**config.mk**
```make
export PLATFORM = sky130hd
export DESIGN_NAME = rbank_regfile
export DESIGN_NICKNAME = d
export VERILOG_FILES = /design/src/rtl/rbank_pkg.sv /design/src/rtl/rbank_mode_decode.sv /design/src/rtl/rbank_index_map.sv /design/src/rtl/rbank_storage.sv /design/src/rtl/rbank_regfile.sv
export SDC_FILE = /design/constraint.sdc
export NUM_CORES = 2
export LEC_CHECK = 0
export BUFFER_PORTS_ARGS = -buffer_cell sky130_fd_sc_hd__buf_2
export CELL_PAD_IN_SITES_DETAIL_PLACEMENT = 0
export CELL_PAD_IN_SITES_GLOBAL_PLACEMENT = 1
export CORE_ASPECT_RATIO = 1.75
export CORE_MARGIN = 4
export CORE_UTILIZATION = 30
export DETAILED_ROUTE_END_ITERATION = 8
export PLACE_DENSITY_LB_ADDON = 0.1
export RECOVER_POWER = 100
export SETUP_SLACK_MARGIN = 0.3
export SLEW_MARGIN = 30
export SYNTH_ARGS = -nofsm -noshare
export SYNTH_HDL_FRONTEND = slang
export SYNTH_SLANG_ARGS = --single-unit
```
**constraint.sdc**
```tcl
create_clock -name clk -period 8.9 [get_ports clk]
set_clock_uncertainty 0.05 [all_clocks]
set_input_delay 0.445 -clock clk [delete_from_list [all_inputs] [get_ports clk]]
set_output_delay 0.445 -clock clk [all_outputs]
set_load 0.05 [all_outputs]
```
**src/rtl/rbank_pkg.sv**
```systemverilog
package rbank_pkg;

   localparam int unsigned NUM_ARCH  = 16;
   localparam int unsigned IDX_W     = 4;
   localparam int unsigned MODE_W    = 5;
   localparam int unsigned PC_IDX    = NUM_ARCH - 1;
   localparam int unsigned FIQ_FIRST = 8;
   localparam int unsigned FIQ_PRIV  = PC_IDX - FIQ_FIRST;
   localparam int unsigned SML_FIRST = 13;
   localparam int unsigned SML_PRIV  = PC_IDX - SML_FIRST;
   localparam int unsigned NUM_SML   = 4;
   localparam int unsigned NUM_SAVED = NUM_SML + 1;
   localparam int unsigned NUM_GPR   = NUM_ARCH + FIQ_PRIV + NUM_SML * SML_PRIV;
   localparam int unsigned PHYS_W    = $clog2(NUM_GPR);
   localparam int unsigned SLOT_W    = $clog2(NUM_SAVED);

   localparam logic [MODE_W-1:0] MC_USR = 5'b10000;
   localparam logic [MODE_W-1:0] MC_FIQ = 5'b10001;
   localparam logic [MODE_W-1:0] MC_IRQ = 5'b10010;
   localparam logic [MODE_W-1:0] MC_SVC = 5'b10011;
   localparam logic [MODE_W-1:0] MC_ABT = 5'b10111;
   localparam logic [MODE_W-1:0] MC_UND = 5'b11011;
   localparam logic [MODE_W-1:0] MC_SYS = 5'b11111;

   typedef enum logic [2:0] {
      BK_USR = 3'd0,
      BK_FIQ = 3'd1,
      BK_IRQ = 3'd2,
      BK_SVC = 3'd3,
      BK_ABT = 3'd4,
      BK_UND = 3'd5,
      BK_BAD = 3'd6
   } bank_e;

   function automatic logic bank_saved(bank_e b);
      return b inside {BK_FIQ, BK_IRQ, BK_SVC, BK_ABT, BK_UND};
   endfunction

endpackage

```
**src/rtl/rbank_mode_decode.sv**
```systemverilog
module rbank_mode_decode
   import rbank_pkg::*;
(
   input  logic [MODE_W-1:0] code_i,
   output bank_e             bank_o,
   output logic              bad_o
);

   always_comb begin
      unique case (code_i)
         MC_USR, MC_SYS: bank_o = BK_USR;
         MC_FIQ:         bank_o = BK_FIQ;
         MC_IRQ:         bank_o = BK_IRQ;
         MC_SVC:         bank_o = BK_SVC;
         MC_ABT:         bank_o = BK_ABT;
         MC_UND:         bank_o = BK_UND;
         default:        bank_o = BK_BAD;
      endcase
   end

   assign bad_o = (bank_o == BK_BAD);

endmodule

```
**src/rtl/rbank_index_map.sv**
```systemverilog
module rbank_index_map
   import rbank_pkg::*;
(
   input  bank_e             bank_i,
   input  logic [IDX_W-1:0]  idx_i,
   output logic [PHYS_W-1:0] phys_o
);

   always_comb begin
      int unsigned i;
      int unsigned p;
      int unsigned off;
      i   = 32'(idx_i);
      off = 32'(bank_i) - 32'(BK_IRQ);
      p   = i;
      if (i != PC_IDX) begin
         if (bank_i == BK_FIQ && i >= FIQ_FIRST)
            p = NUM_ARCH + i - FIQ_FIRST;
         else if (bank_i inside {BK_IRQ, BK_SVC, BK_ABT, BK_UND} && i >= SML_FIRST)
            p = NUM_ARCH + FIQ_PRIV + off * SML_PRIV + i - SML_FIRST;
      end
      phys_o = PHYS_W'(p);
   end

endmodule

```
**src/rtl/rbank_storage.sv**
```systemverilog
module rbank_storage
   import rbank_pkg::*;
#(
   parameter int unsigned DW     = 32,
   parameter int unsigned NRD    = 3,
   parameter int unsigned NSRRD  = 2
)(
   input  logic              clk,
   input  logic              rst_n,
   input  logic [PHYS_W-1:0] rd_phys [NRD],
   output logic [DW-1:0]     rd_data [NRD],
   input  logic              wr_lo_en,
   input  logic [PHYS_W-1:0] wr_lo_phys,
   input  logic [DW-1:0]     wr_lo_data,
   input  logic              wr_hi_en,
   input  logic [PHYS_W-1:0] wr_hi_phys,
   input  logic [DW-1:0]     wr_hi_data,
   input  logic              pc_ld_en,
   input  logic [DW-1:0]     pc_ld_data,
   output logic [DW-1:0]     pc_q,
   input  logic [SLOT_W-1:0] sr_rd_slot [NSRRD],
   output logic [DW-1:0]     sr_rd_data [NSRRD],
   input  logic              sr_lo_en,
   input  logic [SLOT_W-1:0] sr_lo_slot,
   input  logic [DW-1:0]     sr_lo_data,
   input  logic              sr_hi_en,
   input  logic [SLOT_W-1:0] sr_hi_slot,
   input  logic [DW-1:0]     sr_hi_data
);

   logic [NUM_GPR-1:0][DW-1:0]   regs_flat;
   logic [NUM_SAVED-1:0][DW-1:0] sr_flat;

   for (genvar g = 0; g < NUM_GPR; g++) begin : g_reg
      logic          hit_lo, hit_hi;
      logic [DW-1:0] cell_q;
      assign hit_lo = wr_lo_en && (wr_lo_phys == PHYS_W'(g));
      assign hit_hi = wr_hi_en && (wr_hi_phys == PHYS_W'(g));
      if (g == PC_IDX) begin : g_pc
         always_ff @(posedge clk or negedge rst_n) begin
            if (!rst_n)        cell_q <= '0;
            else if (pc_ld_en) cell_q <= pc_ld_data;
            else if (hit_hi)   cell_q <= wr_hi_data;
            else if (hit_lo)   cell_q <= wr_lo_data;
         end
      end else begin : g_gp
         always_ff @(posedge clk or negedge rst_n) begin
            if (!rst_n)      cell_q <= '0;
            else if (hit_hi) cell_q <= wr_hi_data;
            else if (hit_lo) cell_q <= wr_lo_data;
         end
      end
      assign regs_flat[g] = cell_q;
   end

   for (genvar s = 0; s < NUM_SAVED; s++) begin : g_sr
      logic [DW-1:0] cell_q;
      always_ff @(posedge clk or negedge rst_n) begin
         if (!rst_n)
            cell_q <= '0;
         else if (sr_hi_en && sr_hi_slot == SLOT_W'(s))
            cell_q <= sr_hi_data;
         else if (sr_lo_en && sr_lo_slot == SLOT_W'(s))
            cell_q <= sr_lo_data;
      end
      assign sr_flat[s] = cell_q;
   end

   for (genvar r = 0; r < NRD; r++) begin : g_rd
      assign rd_data[r] = regs_flat[rd_phys[r]];
   end

   for (genvar r = 0; r < NSRRD; r++) begin : g_srrd
      assign sr_rd_data[r] = sr_flat[sr_rd_slot[r]];
   end

   assign pc_q = regs_flat[PC_IDX];


   wr_commit_chk: assert property (@(posedge clk) disable iff (!rst_n)
      (wr_lo_en && !(wr_hi_en && wr_hi_phys == wr_lo_phys)
                && !(pc_ld_en && wr_lo_phys == PHYS_W'(PC_IDX)))
      |=> regs_flat[$past(wr_lo_phys)] == $past(wr_lo_data));


   pc_load_chk: assert property (@(posedge clk) disable iff (!rst_n)
      pc_ld_en |=> pc_q == $past(pc_ld_data));


   gpr_quiet_chk: assert property (@(posedge clk) disable iff (!rst_n)
      (!wr_lo_en && !wr_hi_en && !pc_ld_en) |=> $stable(regs_flat));


   sr_quiet_chk: assert property (@(posedge clk) disable iff (!rst_n)
      (!sr_lo_en && !sr_hi_en) |=> $stable(sr_flat));

endmodule

```
**src/rtl/rbank_regfile.sv**
```systemverilog
module rbank_regfile
   import rbank_pkg::*;
#(
   parameter int unsigned DW = 32
)(
   input  logic              clk,
   input  logic              rst_n,
   input  logic [4:0]        mode_i,
   output logic              illegal_o,
   input  logic [3:0]        rd_a_idx,
   output logic [DW-1:0]     rd_a_data,
   input  logic [3:0]        rd_b_idx,
   output logic [DW-1:0]     rd_b_data,
   input  logic              wr_en,
   input  logic [3:0]        wr_idx,
   input  logic [DW-1:0]     wr_data,
   output logic [DW-1:0]     sr_rd_data,
   input  logic              sr_wr_en,
   input  logic [DW-1:0]     sr_wr_data,
   input  logic              pc_ld_en,
   input  logic [DW-1:0]     pc_ld_data,
   output logic [DW-1:0]     pc_o,
   input  logic [4:0]        bk_mode,
   input  logic [3:0]        bk_idx,
   output logic [DW-1:0]     bk_rd_data,
   input  logic              bk_wr_en,
   input  logic [DW-1:0]     bk_wr_data,
   output logic [DW-1:0]     bk_sr_rd_data,
   input  logic              bk_sr_wr_en,
   input  logic [DW-1:0]     bk_sr_wr_data
);

   localparam int unsigned NMAP = 4;

   if (DW < 8) begin : g_dw_chk
      $error("rbank_regfile: DW must be at least 8");
   end
   if (MODE_W != 5 || IDX_W != 4) begin : g_fmt_chk
      $error("rbank_regfile: port widths disagree with package");
   end

   bank_e cur_bank, alt_bank;
   logic  cur_bad, alt_bad;

   rbank_mode_decode u_cur_dec (.code_i(mode_i),  .bank_o(cur_bank), .bad_o(cur_bad));
   rbank_mode_decode u_alt_dec (.code_i(bk_mode), .bank_o(alt_bank), .bad_o(alt_bad));

   // map slots: 0 read A, 1 read B, 2 general write, 3 banked port
   bank_e             map_bank [NMAP];
   logic [IDX_W-1:0]  map_idx  [NMAP];
   logic [PHYS_W-1:0] map_phys [NMAP];

   assign map_bank[0] = cur_bank;  assign map_idx[0] = rd_a_idx;
   assign map_bank[1] = cur_bank;  assign map_idx[1] = rd_b_idx;
   assign map_bank[2] = cur_bank;  assign map_idx[2] = wr_idx;
   assign map_bank[3] = alt_bank;  assign map_idx[3] = bk_idx;

   for (genvar m = 0; m < NMAP; m++) begin : g_map
      rbank_index_map u_map (
         .bank_i(map_bank[m]),
         .idx_i (map_idx[m]),
         .phys_o(map_phys[m])
      );
   end

   logic              cur_sv, alt_sv;
   logic [SLOT_W-1:0] cur_slot, alt_slot;
   assign cur_sv   = bank_saved(cur_bank);
   assign alt_sv   = bank_saved(alt_bank);
   assign cur_slot = cur_sv ? SLOT_W'(32'(cur_bank) - 1) : '0;
   assign alt_slot = alt_sv ? SLOT_W'(32'(alt_bank) - 1) : '0;

   logic [PHYS_W-1:0] rd_phys [3];
   logic [DW-1:0]     rd_raw  [3];
   logic [SLOT_W-1:0] sr_slot [2];
   logic [DW-1:0]     sr_raw  [2];

   assign rd_phys[0] = map_phys[0];
   assign rd_phys[1] = map_phys[1];
   assign rd_phys[2] = map_phys[3];
   assign sr_slot[0] = cur_slot;
   assign sr_slot[1] = alt_slot;

   rbank_storage #(.DW(DW), .NRD(3), .NSRRD(2)) u_store (
      .clk       (clk),
      .rst_n     (rst_n),
      .rd_phys   (rd_phys),
      .rd_data   (rd_raw),
      .wr_lo_en  (wr_en && !cur_bad),
      .wr_lo_phys(map_phys[2]),
      .wr_lo_data(wr_data),
      .wr_hi_en  (bk_wr_en && !alt_bad),
      .wr_hi_phys(map_phys[3]),
      .wr_hi_data(bk_wr_data),
      .pc_ld_en  (pc_ld_en),
      .pc_ld_data(pc_ld_data),
      .pc_q      (pc_o),
      .sr_rd_slot(sr_slot),
      .sr_rd_data(sr_raw),
      .sr_lo_en  (sr_wr_en && cur_sv),
      .sr_lo_slot(cur_slot),
      .sr_lo_data(sr_wr_data),
      .sr_hi_en  (bk_sr_wr_en && alt_sv),
      .sr_hi_slot(alt_slot),
      .sr_hi_data(bk_sr_wr_data)
   );

   assign illegal_o     = cur_bad;
   assign rd_a_data     = cur_bad ? '0 : rd_raw[0];
   assign rd_b_data     = cur_bad ? '0 : rd_raw[1];
   assign bk_rd_data    = alt_bad ? '0 : rd_raw[2];
   assign sr_rd_data    = cur_sv  ? sr_raw[0] : '0;
   assign bk_sr_rd_data = alt_sv  ? sr_raw[1] : '0;


   bad_mode_reads_chk: assert property (@(posedge clk) disable iff (!rst_n)
      illegal_o |-> (rd_a_data == '0 && rd_b_data == '0 && sr_rd_data == '0));

endmodule

```
==> flow_summary.yaml <==
placed_design:
  place_worst_setup_slack_ns: 1.03
  place_hpwl_um: 350000
  place_area_um2: 90600
  port-buffer-count: 385
  gp_congestion: 0.954
  dp_cells: 13100
clocking:
  htree_levels: 4
  cts_tree: "yes"
  clock_path_buffers: 4
  cts_buffers: 144
  cts_repair_resize_count: 0
  cts-root-buf: "clkbuf_16"
  postCtsSetupRepairBufs: 0
  cts_sinks: 1152
  clk_latency_ns: 0.85
  path_clk_slew_ns: 0.06
die:
  dieWidth_um: 406
  die_area_um2: 286000
  row_count: 255
  start_util: 0.301
  fp.dieH_um: 704
  design.core.area_um2: 276000
  num_io_pins: 386
timing:
  worst_pin_slew_ns: 6.94
  layout_setup_ws_ns: 0.550
  report.final.setup_viol: 0
  fmax_ghz: 0.120
  rsz0062_at_grt: "no"
  period_share: 0.938
  fin_setup_tns_ns: 0
  layout_min_cycle_time_ns: 8.35
  finalMaxSlewViolations: 1368
  hold_viol_final: 0
  relSlewSlack: -3.63
job:
  maxCapViolations: 63
pwr:
  p_seq_frac: 0.394
  p_comb_frac: 0.293
  cellPowerDensity_nw_per_um2: 206
  p_switching_mw: 7.80
  cellLeakagePower_nw: 39.8
  p_total_mw: 19.7
  sw_frac_of_total: 0.395
  intPower_mw: 11.9
  clockPowerShare: 0.313
  ir_drop_v: 0.000147
worst_setup_path:
  arrival_ns: 7.85
  r2r-end: "u_store.g_sr[4].cell_q[22]"
  regToRegSetupSlack_ns: 7.50
  crit_chain: "clkbuf_1 > or3b_1 > inv_1 > nand2_1 > ha_1 > mux2i_1 > nand4b_1 > buf_4 > inv_1 > ha_1 > inv_1 > nor3_1 > nor4_4 > mux2i_1 > buf_12 > nand2_1 > a31oi_1 > a221oi_1 > a2111oi_0 > buf_12"
  crit_top_cell: "inv_1"
  criticalPathCategory: "in -> out"
  slowest_stage: "a2111oi_0"
  cp.required_ns: 8.41
  crit_cells: 20
  path_max_fanout: 52
  r2r-start: "u_store.g_sr[4].cell_q[22]"
  start_kind: "input pin"
  critical-path-max-stage-delay_ns: 1.85
  crit_family: "compound AO/OA/AOI/OAI gates"
  critPathBufInv: 7
  crit_path_end_kind: "primary output"
  reg2reg_depth: 3
global_routing:
  grt_max_degree: 144
  antenna_found_initial: 51
  grt_overflow: 0
  grt_first_pass_wirelength_um: 718000
  grt_pass1_vias: 82500
  gr-usage-all-layers: 0.360
detailed_routing:
  first_iter_violations: 9834
  dr.pass1.iters: 7
  drc: 0
  viasPerCell: 6.29
  avgRoutedWirePerCell_um: 39.4
  routed_wl_um: 532000
  postRouteAntennaNets: 0
  vias: 85000
synth:
  async_flop_share: 1.00
  synth_ff_type: "dfrtp_1"
  yosysWarnings: 0
  synth_compound_area_frac: 0.182
  netlist_area_um2: 83000
  seq_area_frac_synth: 0.347
  synth_fa_ha_area_frac: 0.00473
  ys_ff_latch: 1152
  synthSimpleGateAreaFrac: 0.166
  syn_avg_cell_area_um2: 8.49
  synth_xor_area_frac: 0.00116
  synth_top_family_by_area: "multiplexers"
  synth_nets: 10000
  synthMuxAreaShare: 0.241
  syn_inst: 9780
  yosysUniqueCellTypes: 95
  synth-edff-count: 0
outcome:
  status: "complete, but fails checks"
  violations: "capacitance limit, slew limit"
min_path:
  min_from: "bk_wr_data[12]"
  hold_depth: 3
  worstHoldEndpoint: "u_store.g_reg[14].cell_q[12]"
  hold_path_class: "in -> reg"
finish:
  drive_above_1_share: 0.132
  nFillCells: 28900
  nets: 10000
  multi_input_area_um2: 50100
  instances_no_fill: 13500
  area_growth_pct: 15.1
  final_area_um2: 95600
  seqCellArea_um2: 28800
how the worst max path moves through the flow:
stage	startpoint	endpoint	slack [ns]
2_1_floorplan	mode_i[2]	rd_b_data[23]	1.13
3_3_place_gp	mode_i[2]	rd_a_data[4]	0.70
3_5_place_dp	mode_i[4]	rd_b_data[19]	1.03
4_1_cts	mode_i[4]	rd_b_data[19]	1.03
5_1_grt	bk_mode[2]	bk_rd_data[30]	0.46
6_report	mode_i[2]	rd_a_data[20]	0.55
kinds of logic (layout without fill, tap and decap cells):
logic type / after synthesis / in the layout
muxes: 1713 / 1713
buffers and inverters: 1096 / 1214
xor gates and xnor gates: 11 / 11
and+or+nand+nor: 3351 / 3351
DFF: 1152 / 1152
other: 0 / 23
AOI/OAI and AO/OA: 2428 / 2428
adders and majority gates: 29 / 29
per-layer routing:
| layer | vias up | track usage | routed length, um |
|---|---|---|---|
| met5 | - | 0 | 338 |
| met4 | 52 | 0.301 | 54200 |
| met3 | 1854 | 0.0796 | 42300 |
| met2 | 5206 | 0.593 | 251000 |
| met1 | 42600 | 0.394 | 184000 |
| li1 | 35300 | - | - |
state kept, by name, indices dropped and copies added, names as in the netlist:
name / count
u_store.g.cell_q: 960
u_store.pc_q: 32
u_store.g_sr.cell_q: 160
per-stage QoR:
step | hold slack (ns) | utilization
3_3_place_gp | 0.451 | 0.327
4_1_cts | 0.0110 | 0.350
3_5_place_dp | 0.453 | 0.329
5_1_grt | 0.0736 | 0.346
2_1_floorplan | 0.0994 | -
6_report | 0.0639 | 0.347
cell type report:
class / count / share of cell area
multi-input cells: 7532 / 0.525
flip-flops and latches: 1152 / 0.302
repair buffers: 907 / 0.0754
well taps: 3598 / 0.0471
clock buffers: 208 / 0.0446
clock inverters: 35 / 0.00331
inverters: 64 / 0.00258
diodes: 23 / 0.000602
what timing repair did:
action,4_1_cts,5_1_grt
hold buffers,129,0
hold endpoints to repair,288,0
endpoints found under the setup margin,0,0
cell usage in the layout, fill, tap and decap left out, types with 60 or more instances in the layout:
master	instances
a21oi_1	614
a221oi_1	61
a31oi_1	169
a32oi_1	109
buf_12	93
buf_2	225
buf_4	270
clkbuf_1	180
clkbuf_16	147
dfrtp_1	1152
dlygate4sd3_1	129
inv_1	60
mux2_2	75
mux2i_1	1415
mux4_2	221
nand2_1	2176
nand3_1	354
nand4_1	67
nor2_1	554
o211a_1	61
o211ai_1	99
o21ai_0	817
o221ai_1	62
o22ai_1	96
power groups by stage:
stage | combinational, mW | clock [mW] | sequential, mW
after CTS | 5.80 | 6.29 | 7.71
after global placement | 5.63 | 0 | 7.77
after global routing | 6.19 | 6.44 | 7.88
final | 5.78 | 6.18 | 7.77
after floorplan | 3.66 | 0 | 7.27
after detailed placement | 5.71 | 0 | 7.80
synth_stat cells, types with 67 or more instances:
library cell / count / area, um^2
a31oi_1: 173 / 1080
o21ai_0: 628 / 3140
nand4_1: 67 / 419
o21ai_1: 221 / 1110
buf_2: 253 / 1270
clkbuf_1: 666 / 2500
mux4_2: 221 / 4980
nand3_1: 358 / 1790
o211ai_1: 99 / 743
nand2_1: 2189 / 8220
mux2_2: 76 / 856
nor2_1: 569 / 2140
a32oi_1: 109 / 955
mux2i_1: 1414 / 14200
dfrtp_1: 1152 / 28800
a21oi_1: 617 / 3090
o22ai_1: 97 / 607
tightest hold or removal path, delay by kind of cell:
kind	cells	cell delay, ns
AOI/OAI and AO/OA	1	0.07
and+or+nand+nor	1	0.12
buffers and inverters	1	0.32
No activity file was read; power rests on OpenSTA's default activity.
